--- src/rtl/lw_pkg.sv ---
package lw_pkg;

    typedef struct packed {
        logic scl;
        logic sda;
    } lw_lines_t;

    typedef struct packed {
        logic start;
        logic stop;
        logic moved;
    } lw_evt_t;

    function automatic int cnt_w(input int unsigned max_val);
        return $clog2(max_val + 1);
    endfunction

endpackage

--- src/rtl/lw_sync.sv ---
module lw_sync
    import lw_pkg::*;
#(
    parameter int unsigned STAGES = 2
) (
    input  logic      clk,
    input  logic      rst,
    input  lw_lines_t raw,
    output lw_lines_t cur,
    output lw_lines_t prev
);
    for (genvar g = 0; g < STAGES; g++) begin : g_stage
        lw_lines_t q;
        if (g == 0) begin : g_first
            always_ff @(posedge clk) begin
                if (rst) q <= '1;
                else     q <= raw;
            end
        end else begin : g_next
            always_ff @(posedge clk) begin
                if (rst) q <= '1;
                else     q <= g_stage[g-1].q;
            end
        end
    end

    assign cur = g_stage[STAGES-1].q;

    always_ff @(posedge clk) begin
        if (rst) prev <= '1;
        else     prev <= cur;
    end
endmodule

--- src/rtl/lw_sat_counter.sv ---
module lw_sat_counter
    import lw_pkg::*;
#(
    parameter int unsigned MAX = 16,
    localparam int W = cnt_w(MAX)
) (
    input  logic         clk,
    input  logic         rst,
    input  logic         clr,
    input  logic         en,
    output logic [W-1:0] cnt,
    output logic         reach
);
    // reach: this enabled cycle is the one that makes the count equal MAX
    assign reach = en && !clr && (cnt == W'(MAX - 1));

    always_ff @(posedge clk) begin
        if (rst || clr)                 cnt <= '0;
        else if (en && cnt != W'(MAX))  cnt <= cnt + 1'b1;
    end
endmodule

--- src/rtl/lw_cond_detect.sv ---
module lw_cond_detect
    import lw_pkg::*;
(
    input  lw_lines_t cur,
    input  lw_lines_t prev,
    output lw_evt_t   evt
);
    logic clk_high_both;

    always_comb begin
        clk_high_both = cur.scl && prev.scl;
        evt.start     = clk_high_both && prev.sda && !cur.sda;
        evt.stop      = clk_high_both && !prev.sda && cur.sda;
        evt.moved     = (cur.scl != prev.scl) || (cur.sda != prev.sda);
    end
endmodule

--- src/rtl/smb_line_watchdog.sv ---
module smb_line_watchdog
    import lw_pkg::*;
#(
    parameter int unsigned SYNC_STAGES   = 2,
    parameter int unsigned T_LOW_ABORT   = 300,
    parameter int unsigned T_HIGH_ABORT  = 40,
    parameter int unsigned T_LOW_NOMINAL = 10,
    parameter int unsigned T_SLV_EXT     = 60,
    parameter int unsigned T_MST_EXT     = 40,
    parameter int unsigned T_CAL         = 500
) (
    input  logic clk,
    input  logic rst,
    input  logic scl_in,
    input  logic sda_in,
    input  logic slv_hold_scl,
    input  logic ship_mode,
    output logic abort_pulse,
    output logic stretch_over,
    output logic cal_req,
    output logic wake_req
);
    localparam int LOW_W  = cnt_w(T_LOW_ABORT);
    localparam int HIGH_W = cnt_w(T_HIGH_ABORT);
    localparam int SLV_W  = cnt_w(T_SLV_EXT);
    localparam int MST_W  = cnt_w(T_MST_EXT);
    localparam int CAL_W  = cnt_w(T_CAL);

    lw_lines_t raw_lines, cur, prev;
    lw_evt_t   evt;
    logic      busy_q, start_seen;

    logic [LOW_W-1:0]  low_cnt;
    logic [HIGH_W-1:0] high_cnt;
    logic [SLV_W-1:0]  slv_cnt;
    logic [MST_W-1:0]  mst_cnt;
    logic [CAL_W-1:0]  cal_cnt;
    logic low_reach, high_reach, slv_reach, mst_reach, cal_reach;
    logic slv_en, mst_en, abort_d;

    assign raw_lines.scl = scl_in;
    assign raw_lines.sda = sda_in;
    assign start_seen    = evt.start;

    lw_sync #(.STAGES(SYNC_STAGES)) u_sync (
        .clk(clk), .rst(rst), .raw(raw_lines), .cur(cur), .prev(prev)
    );

    lw_cond_detect u_cond (.cur(cur), .prev(prev), .evt(evt));

    lw_sat_counter #(.MAX(T_LOW_ABORT)) u_low (
        .clk(clk), .rst(rst), .clr(cur.scl), .en(!cur.scl),
        .cnt(low_cnt), .reach(low_reach)
    );

    lw_sat_counter #(.MAX(T_HIGH_ABORT)) u_high (
        .clk(clk), .rst(rst), .clr(!cur.scl || evt.start), .en(cur.scl),
        .cnt(high_cnt), .reach(high_reach)
    );

    assign slv_en = busy_q && !cur.scl && slv_hold_scl;
    assign mst_en = busy_q && !cur.scl && !slv_hold_scl
                    && (low_cnt >= LOW_W'(T_LOW_NOMINAL));

    lw_sat_counter #(.MAX(T_SLV_EXT)) u_slv (
        .clk(clk), .rst(rst), .clr(evt.start), .en(slv_en),
        .cnt(slv_cnt), .reach(slv_reach)
    );

    lw_sat_counter #(.MAX(T_MST_EXT)) u_mst (
        .clk(clk), .rst(rst), .clr(evt.start), .en(mst_en),
        .cnt(mst_cnt), .reach(mst_reach)
    );

    lw_sat_counter #(.MAX(T_CAL)) u_cal (
        .clk(clk), .rst(rst), .clr(cur.scl || cur.sda), .en(!cur.scl && !cur.sda),
        .cnt(cal_cnt), .reach(cal_reach)
    );

    assign abort_d = busy_q && (low_reach || high_reach);

    always_ff @(posedge clk) begin
        if (rst) begin
            busy_q       <= 1'b0;
            abort_pulse  <= 1'b0;
            stretch_over <= 1'b0;
            cal_req      <= 1'b0;
            wake_req     <= 1'b0;
        end else begin
            if (evt.start)                 busy_q <= 1'b1;
            else if (evt.stop || abort_d)  busy_q <= 1'b0;
            abort_pulse  <= abort_d;
            stretch_over <= evt.start ? 1'b0 : (stretch_over || slv_reach || mst_reach);
            cal_req      <= cal_reach;
            wake_req     <= ship_mode && evt.moved;
        end
    end
endmodule

--- config.mk ---
export PLATFORM = sky130hd
export DESIGN_NAME = smb_line_watchdog
export DESIGN_NICKNAME = d
export VERILOG_FILES = /design/src/rtl/lw_pkg.sv /design/src/rtl/lw_sync.sv /design/src/rtl/lw_sat_counter.sv /design/src/rtl/lw_cond_detect.sv /design/src/rtl/smb_line_watchdog.sv
export SDC_FILE = /design/constraint.sdc
export NUM_CORES = 1
export LEC_CHECK = 0
export CAP_MARGIN = 15
export CORE_ASPECT_RATIO = 1.2
export CORE_MARGIN = 10
export CORE_UTILIZATION = 40
export DETAILED_ROUTE_END_ITERATION = 10
export DONT_BUFFER_PORTS = 1
export PLACE_DENSITY = 0.66
export RECOVER_POWER = 25
export SLEW_MARGIN = 0
export SYNTH_ARGS = -nofsm -noshare
export SYNTH_HDL_FRONTEND = slang
export SYNTH_HIERARCHICAL = 1
export SYNTH_SLANG_ARGS = --single-unit
--- constraint.sdc ---
create_clock -name clk -period 1.9 [get_ports clk]
set_input_delay 0.38 -clock clk [delete_from_list [all_inputs] [get_ports clk]]
set_output_delay 0.38 -clock clk [all_outputs]
set_load 0.02 [all_outputs]
# Yosys cells after proc, flatten, opt, wreduce, memory -nomap -nowiden
# Cells that the tools add are included.
[totals]
wordCells = 82
out_inout_bits = 4
inputBits = 6
reg_bits = 47
[classes]
order_cmp = 1
addsub = 5
mux = 2
eq_ne = 12
reduce_logical = 46
[op_table]
columns = ["cell", "count"]
rows = [
  ["logical AND 1 bit", 26],
  ["adder 6 x 1 -> 6 bit, second input constant", 3],
  ["adder 9 x 1 -> 9 bit, second input constant", 2],
  ["equality test 6 bit, second input constant", 3],
  ["equality test 9 bit, second input constant", 2],
  ["!= test 6 bit, second input constant", 3],
  ["!= test 9 bit, second input constant", 2],
  ["logical OR 1 bit", 11],
  [">= comparator 9 x 4 -> 1 bit, second input constant", 1],
  ["zero test 1 bit", 7],
  ["2-to-1 mux 1 bit", 2],
  ["!= test 1 bit", 2],
  ["nonzero test 2 bit", 1],
  ["OR reduction 2 bit", 1],
]

# Logic depth before layout (Yosys ltp)
[logic_depth]
word_depth = 12
mapped_depth = 7
ltp_nobuf = 7

# Cells and area by module
# The synthesis kept the hierarchy.
[by_module_without_submodules]
columns = ["mod", "seq_area_each_um2", "area_per_inst_um2", "cells_each", "n_inst"]
rows = [
  ["lw_sat_counter at u_high ...", 120.1, 315.3, 36, 2],
  ["lw_sat_counter at u_low", 180.2, 488.0, 58, 1],
  ["lw_sat_counter at u_cal", 180.2, 467.9, 54, 1],
  ["lw_sat_counter at u_slv", 120.1, 364.1, 38, 1],
  ["smb_line_watchdog", 100.1, 206.4, 25, 1],
  ["lw_sync", 120.1, 157.7, 12, 1],
  ["lw_cond_detect", 0.0, 47.5, 5, 1],
]

# Worst setup path after synthesis
# No wires, ideal clock.
[synth_path]
path_type = "register -> register"
start = "register u_sync.g_stage[1].q, in the netlist u_sync/cur[1]"
end = "register busy_q"
t_arrival_ps = 1899
path_buffers = 0
slack_ps = -69
synth_period_minus_slack_ps = 1969
setup_ps = 70
required_ps = 1830
stages_incl_launch_ff = 8
path_cell_list = "dfxtp_1 -> ha_1 -> and3b_2 -> inv_1 -> nand2_1 -> nor4_1 -> or4b_1 -> a21oi_1"
[synth_rtl]
columns = ["element", "line", "rtl"]
rows = [
  ["from (decl)", "lw_sync.sv:13", "lw_lines_t q;"],
  ["from (signal assigned)", "lw_sync.sv:22", "else q <= g_stage[g-1].q;"],
  ["to (signal assigned)", "smb_line_watchdog.sv:84", "busy_q <= 1'b0;"],
  ["to (signal assigned)", "smb_line_watchdog.sv:90", "if (evt.start) busy_q <= 1'b1;"],
  ["to (signal assigned)", "smb_line_watchdog.sv:91", "else if (evt.stop || abort_d) busy_q <= 1'b0;"],
  ["to (decl)", "smb_line_watchdog.sv:31", "logic busy_q, start_seen;"],
]

# Final worst setup path
[layout_path]
start = "register busy_q"
end = "register u_mst.cnt[5]"
[layout_between]
elab_chain_len = 4
[layout_rtl]
columns = ["element", "line", "rtl"]
rows = [
  ["logical AND 1 bit (2 in series)", "smb_line_watchdog.sv:62", "assign mst_en = busy_q && !cur.scl && !slv_hold_scl"],
  ["logical AND 1 bit", "smb_line_watchdog.sv:63", "&& (low_cnt >= LOW_W'(T_LOW_NOMINAL));"],
  ["net mst_en", "smb_line_watchdog.sv:39", "logic slv_en, mst_en, abort_d;"],
  ["logical AND 1 bit", "lw_sat_counter.sv:19", "else if (en && cnt != W'(MAX)) cnt <= cnt + 1'b1;"],
  ["to (signal assigned)", "lw_sat_counter.sv:19", ""],
  ["to (decl)", "lw_sat_counter.sv:11", "output logic [W-1:0] cnt,"],
]
# The timed path passes the listed nets, and every way through them passes these cells.
# A chain may end at the register's enable or synchronous reset.

==> results.md <==
* DRT iter0 DRCs at 60
* Worst hold path type: primary input to flip-flop
* Drc violations at 0
* WP buf/inv at 0
* GP Congestion at 0.8053
* Synthesized instance count at 264
* Worst-Skew Late Latency at about 0.30 ns
* Post-synth cell types at 48
* # rows at 30
* Multi-input gate area at 1363 um^2
* P_leak at 0.8544 nW
* Top cell type's share of synthesized area at 39.83%
* Sinks on Clock Net at 47
* Share of cells above drive strength 1 at 13.45%
* Reg2Reg Capture Point: u_mst/cnt[5]
* # port buffers at 0
* Met2 WL post-DR at 2.234 mm
* Post-DRT Antenna Nets at 0
* Net Sw Frac at 20.93%
* CTS Hold Bufs at 0
* Type of origin of the critical path: flip-flop
* Seq/Total Area, Yosys at about two fifths
* Num CTS Buffers at 5
* TritonCTS clock tree: yes
* CP Cell Sequence: or3b_2 -> a31oi_4 -> nand4_2 -> or3_1 -> a21boi_1
* Clk pwr share at 41.7%
* Area growth syn-to-layout at 11.39%
* Initial Utilization at 41.40%
* Tightest Pin Transition at between 0.4 and 0.5 ns
* DR vias/cell at ~5.4
* Crit path capture type: flip-flop
* Setup TNS at 0 ns
* Max Cap Viol at 0
* IO Pins at 10
* Top cells by area, synth: dfxtp_1, nand2_1, ha_1
* Outcome: finished, final reports clean
* First-pass iteration count of the detailed router at 4
* Placed insts at roughly 350
* Syn_area_per_cell at 8.948 um^2
* Hold Path Origin: rst
* Power Total at around 0.0018 W
* Number of H-tree levels at 2
* Hold Path Depth at 1
* First-pass GRT wire length at 7.769 mm
* Peak supply drop at 0.4070 mV
* Final setup vio count at 0
* Slowest library cell on the worst path: or3b_2
* Die area at between 9000 and 10,000 um^2
* Final WL at 4.550 mm
* Logic pwr share at 3.3%
* Yosys warns at 6
* Hold path endpoint: busy_q
* Top sig layer: met4
* Syn_nets at between 200 and 300
* RSZ-0062 raised after global routing: true
* # Post-CTS Setup Buffers at 0
* PwrDens at 697.1 nW/um^2
* Overflow after GRT at 0
* Critical path class: flip-flop to flip-flop
* Number of synthesized register bits at 47
* Synth area leader: dfxtp_1
* Pint at 0.001450 W
* FMAX at 555.6 MHz
* Register share of total power at 55.0%
* Pins Over Slew Limit at 0
* CP max stage delay at around 0.48 ns
* DP Wirelength at approximately 3.2 mm
* FF-to-FF setup slack at 0.10 ns
* CTS Buffer Depth at 2
* Finished Layout Cells at 355
* Root buf cell: clkbuf_8
* Vias in the first global route at 1,747
* Vias at about 1,900
* Initial antenna violation count at 0
* Sequential Area at 942.2 um^2
* Mapped Area at 2362 um^2
* Clk slew on worst S/H paths at 0.09 ns
* Worst Skew at 0.009632 ns
* FILL cells at 583
* Die Ht at 104.2 um
* Slew margin rel. at 72.05%
* WL met1 at 2.054 mm
* Core area at 5705 um^2
* Pin count of the biggest net entering global routing at 29
* Metal3 WL at roughly 200 um
* Reg2Reg Launch Point: busy_q
* Top delay family on crit path: simple AND/OR/NAND/NOR gates
* Final Hold Viols at 0
* Nets at between 200 and 300
* Final Cycle Share at 94.74%
* Die width at approximately 90 um
* Period minus WS final at between 1.5 and 2 ns
* Ant. Diodes at 0
* GRT Overall Usage at 9.631%
* Worst Reg-to-Reg Cells at 5
* Crit path DAT at 2.04 ns
* Psw at 0.0003839 W
* Worst EP required at 2.14 ns
* Critical path fanouts, max at 4
* WL per Instance at 12.82 um
==> cells in the mapped netlist, drive strengths merged <==
library cell,number
nor2,10
inv,19
o311a,1
and3,2
or3b,1
a41oi,1
o31ai,6
o21ai,9
nor3b,1
nand3,6
and4,4
ha,11
nand2b,3
mux2i,10
a211oi,3
nor4,6
o2111ai,1
a31oi,4
a21oi,13
clkbuf,2
xor2,6
nand4,10
a21boi,2
a311o,1
nand4b,1
nor4b,1
o31a,3
or3,8
or2,9
or4b,2
nor2b,1
o21a,2
dfxtp,47
or4,4
a2111oi,3
xnor2,2
nor3,9
nand2,38
and3b,2
==> logic make-up (layout without fill, tap and decap cells) <==
logic type	after synthesis	count (layout)	synth area share, %
AOI/OAI and AO/OA	49	49	15.41
DFF	47	47	39.83
buffers and inverters	21	32	3.390
xor gates and xnor gates	8	8	2.966
adders and majority gates	11	11	5.826
muxes	10	10	4.237
and+or+nand+nor	118	118	28.34
==> layout by cell type, fill, tap and decap left out, types with 2 or more instances in the layout <==
master / instances
nand3_1: 6
or2_2: 3
nor3_1: 9
and4_1: 3
o31ai_1: 6
ha_1: 11
nand2b_1: 3
dfxtp_1: 46
nor2_1: 10
xnor2_1: 2
a21boi_1: 2
or4_1: 4
or2_1: 6
and3b_2: 2
a31oi_1: 3
a2111oi_2: 2
nand4_2: 3
xor2_1: 6
o21a_1: 2
clkbuf_8: 6
inv_1: 19
nor4_1: 5
a211oi_1: 2
buf_4: 5
o21ai_0: 9
a21oi_1: 13
nand4_1: 7
mux2i_1: 10
nand2_1: 38
or3_1: 7
o31a_2: 3
==> cell type report <==
| type | count | area share [%] |
|---|---|---|
| Multi-Input combinational cell | 196 | 51.78 |
| Sequential cell | 47 | 35.81 |
| Tap cell | 80 | 3.804 |
| Clock buffer | 6 | 3.138 |
| Inverter | 19 | 2.710 |
| Timing Repair Buffer | 5 | 1.427 |
| Clock inverter | 2 | 1.331 |
==> state kept, by name, indices dropped and copies added, names as in the netlist <==
name              cells
u_sync/g_stage.q      2
u_slv/cnt             6
wake_req              1
abort_pulse           1
u_sync/prev           2
u_high/cnt            6
busy_q                1
stretch_over          1
u_mst/cnt             6
u_sync/cur            2
u_low/cnt             9
u_cal/cnt             9
cal_req               1
==> what timing repair did <==
| action | CTS | global route |
|---|---|---|
| endpoints found under the hold margin | 0 | 0 |
| resized for setup | 1 | 2 |
| endpoints found under the setup margin | 1 | 4 |
==> metal layers <==
metal | up-vias | GRT usage (%)
li1 | 982 | -
met1 | 898 | 10.58
met2 | 13 | 16.15
met3 | 7 | 3.610
met4 | 0 | 4.214
met5 | - | 0
==> through the flow <==
step / area, um^2 / hold slack (ns) / setup WS (ns) / util (%)
after floorplan: 2364 / 0.3832 / 0.05307 / -
after CTS: 2616 / 0.1258 / 0.06573 / 45.86
after global routing: 2631 / 0.1248 / -0.02015 / 46.12
after global placement: 2492 / 0.3930 / 0.06591 / 43.68
final: 2631 / 0.1451 / 0.1000 / 46.12
after detailed placement: 2492 / 0.3934 / 0.04718 / 43.68
==> worst max path at each step <==
stage	slack [ns]	cells after the start	endpoint	from
floorplan	0.05	7	busy_q	u_sync/cur[1]
finish	0.10	5	u_mst/cnt[5]	busy_q
global route	-0.02	6	u_slv/cnt[4]	u_sync/cur[1]
detailed placement	0.05	5	u_mst/cnt[5]	slv_hold_scl
CTS	0.07	5	u_mst/cnt[5]	busy_q
global placement	0.07	5	u_mst/cnt[5]	slv_hold_scl
==> power by group through the flow <==
stage / clock, W / combinational (W) / sequential, W
3_3_place_gp: 0 / 0.0000606 / 0.00103
6_report: 0.000764 / 0.0000612 / 0.00101
4_1_cts: 0.000794 / 0.0000619 / 0.00101
5_1_grt: 0.000817 / 0.0000712 / 0.00101
2_1_floorplan: 0 / 0.0000457 / 0.00103
3_5_place_dp: 0 / 0.0000614 / 0.00103
(Power assumes the default switching activity.)
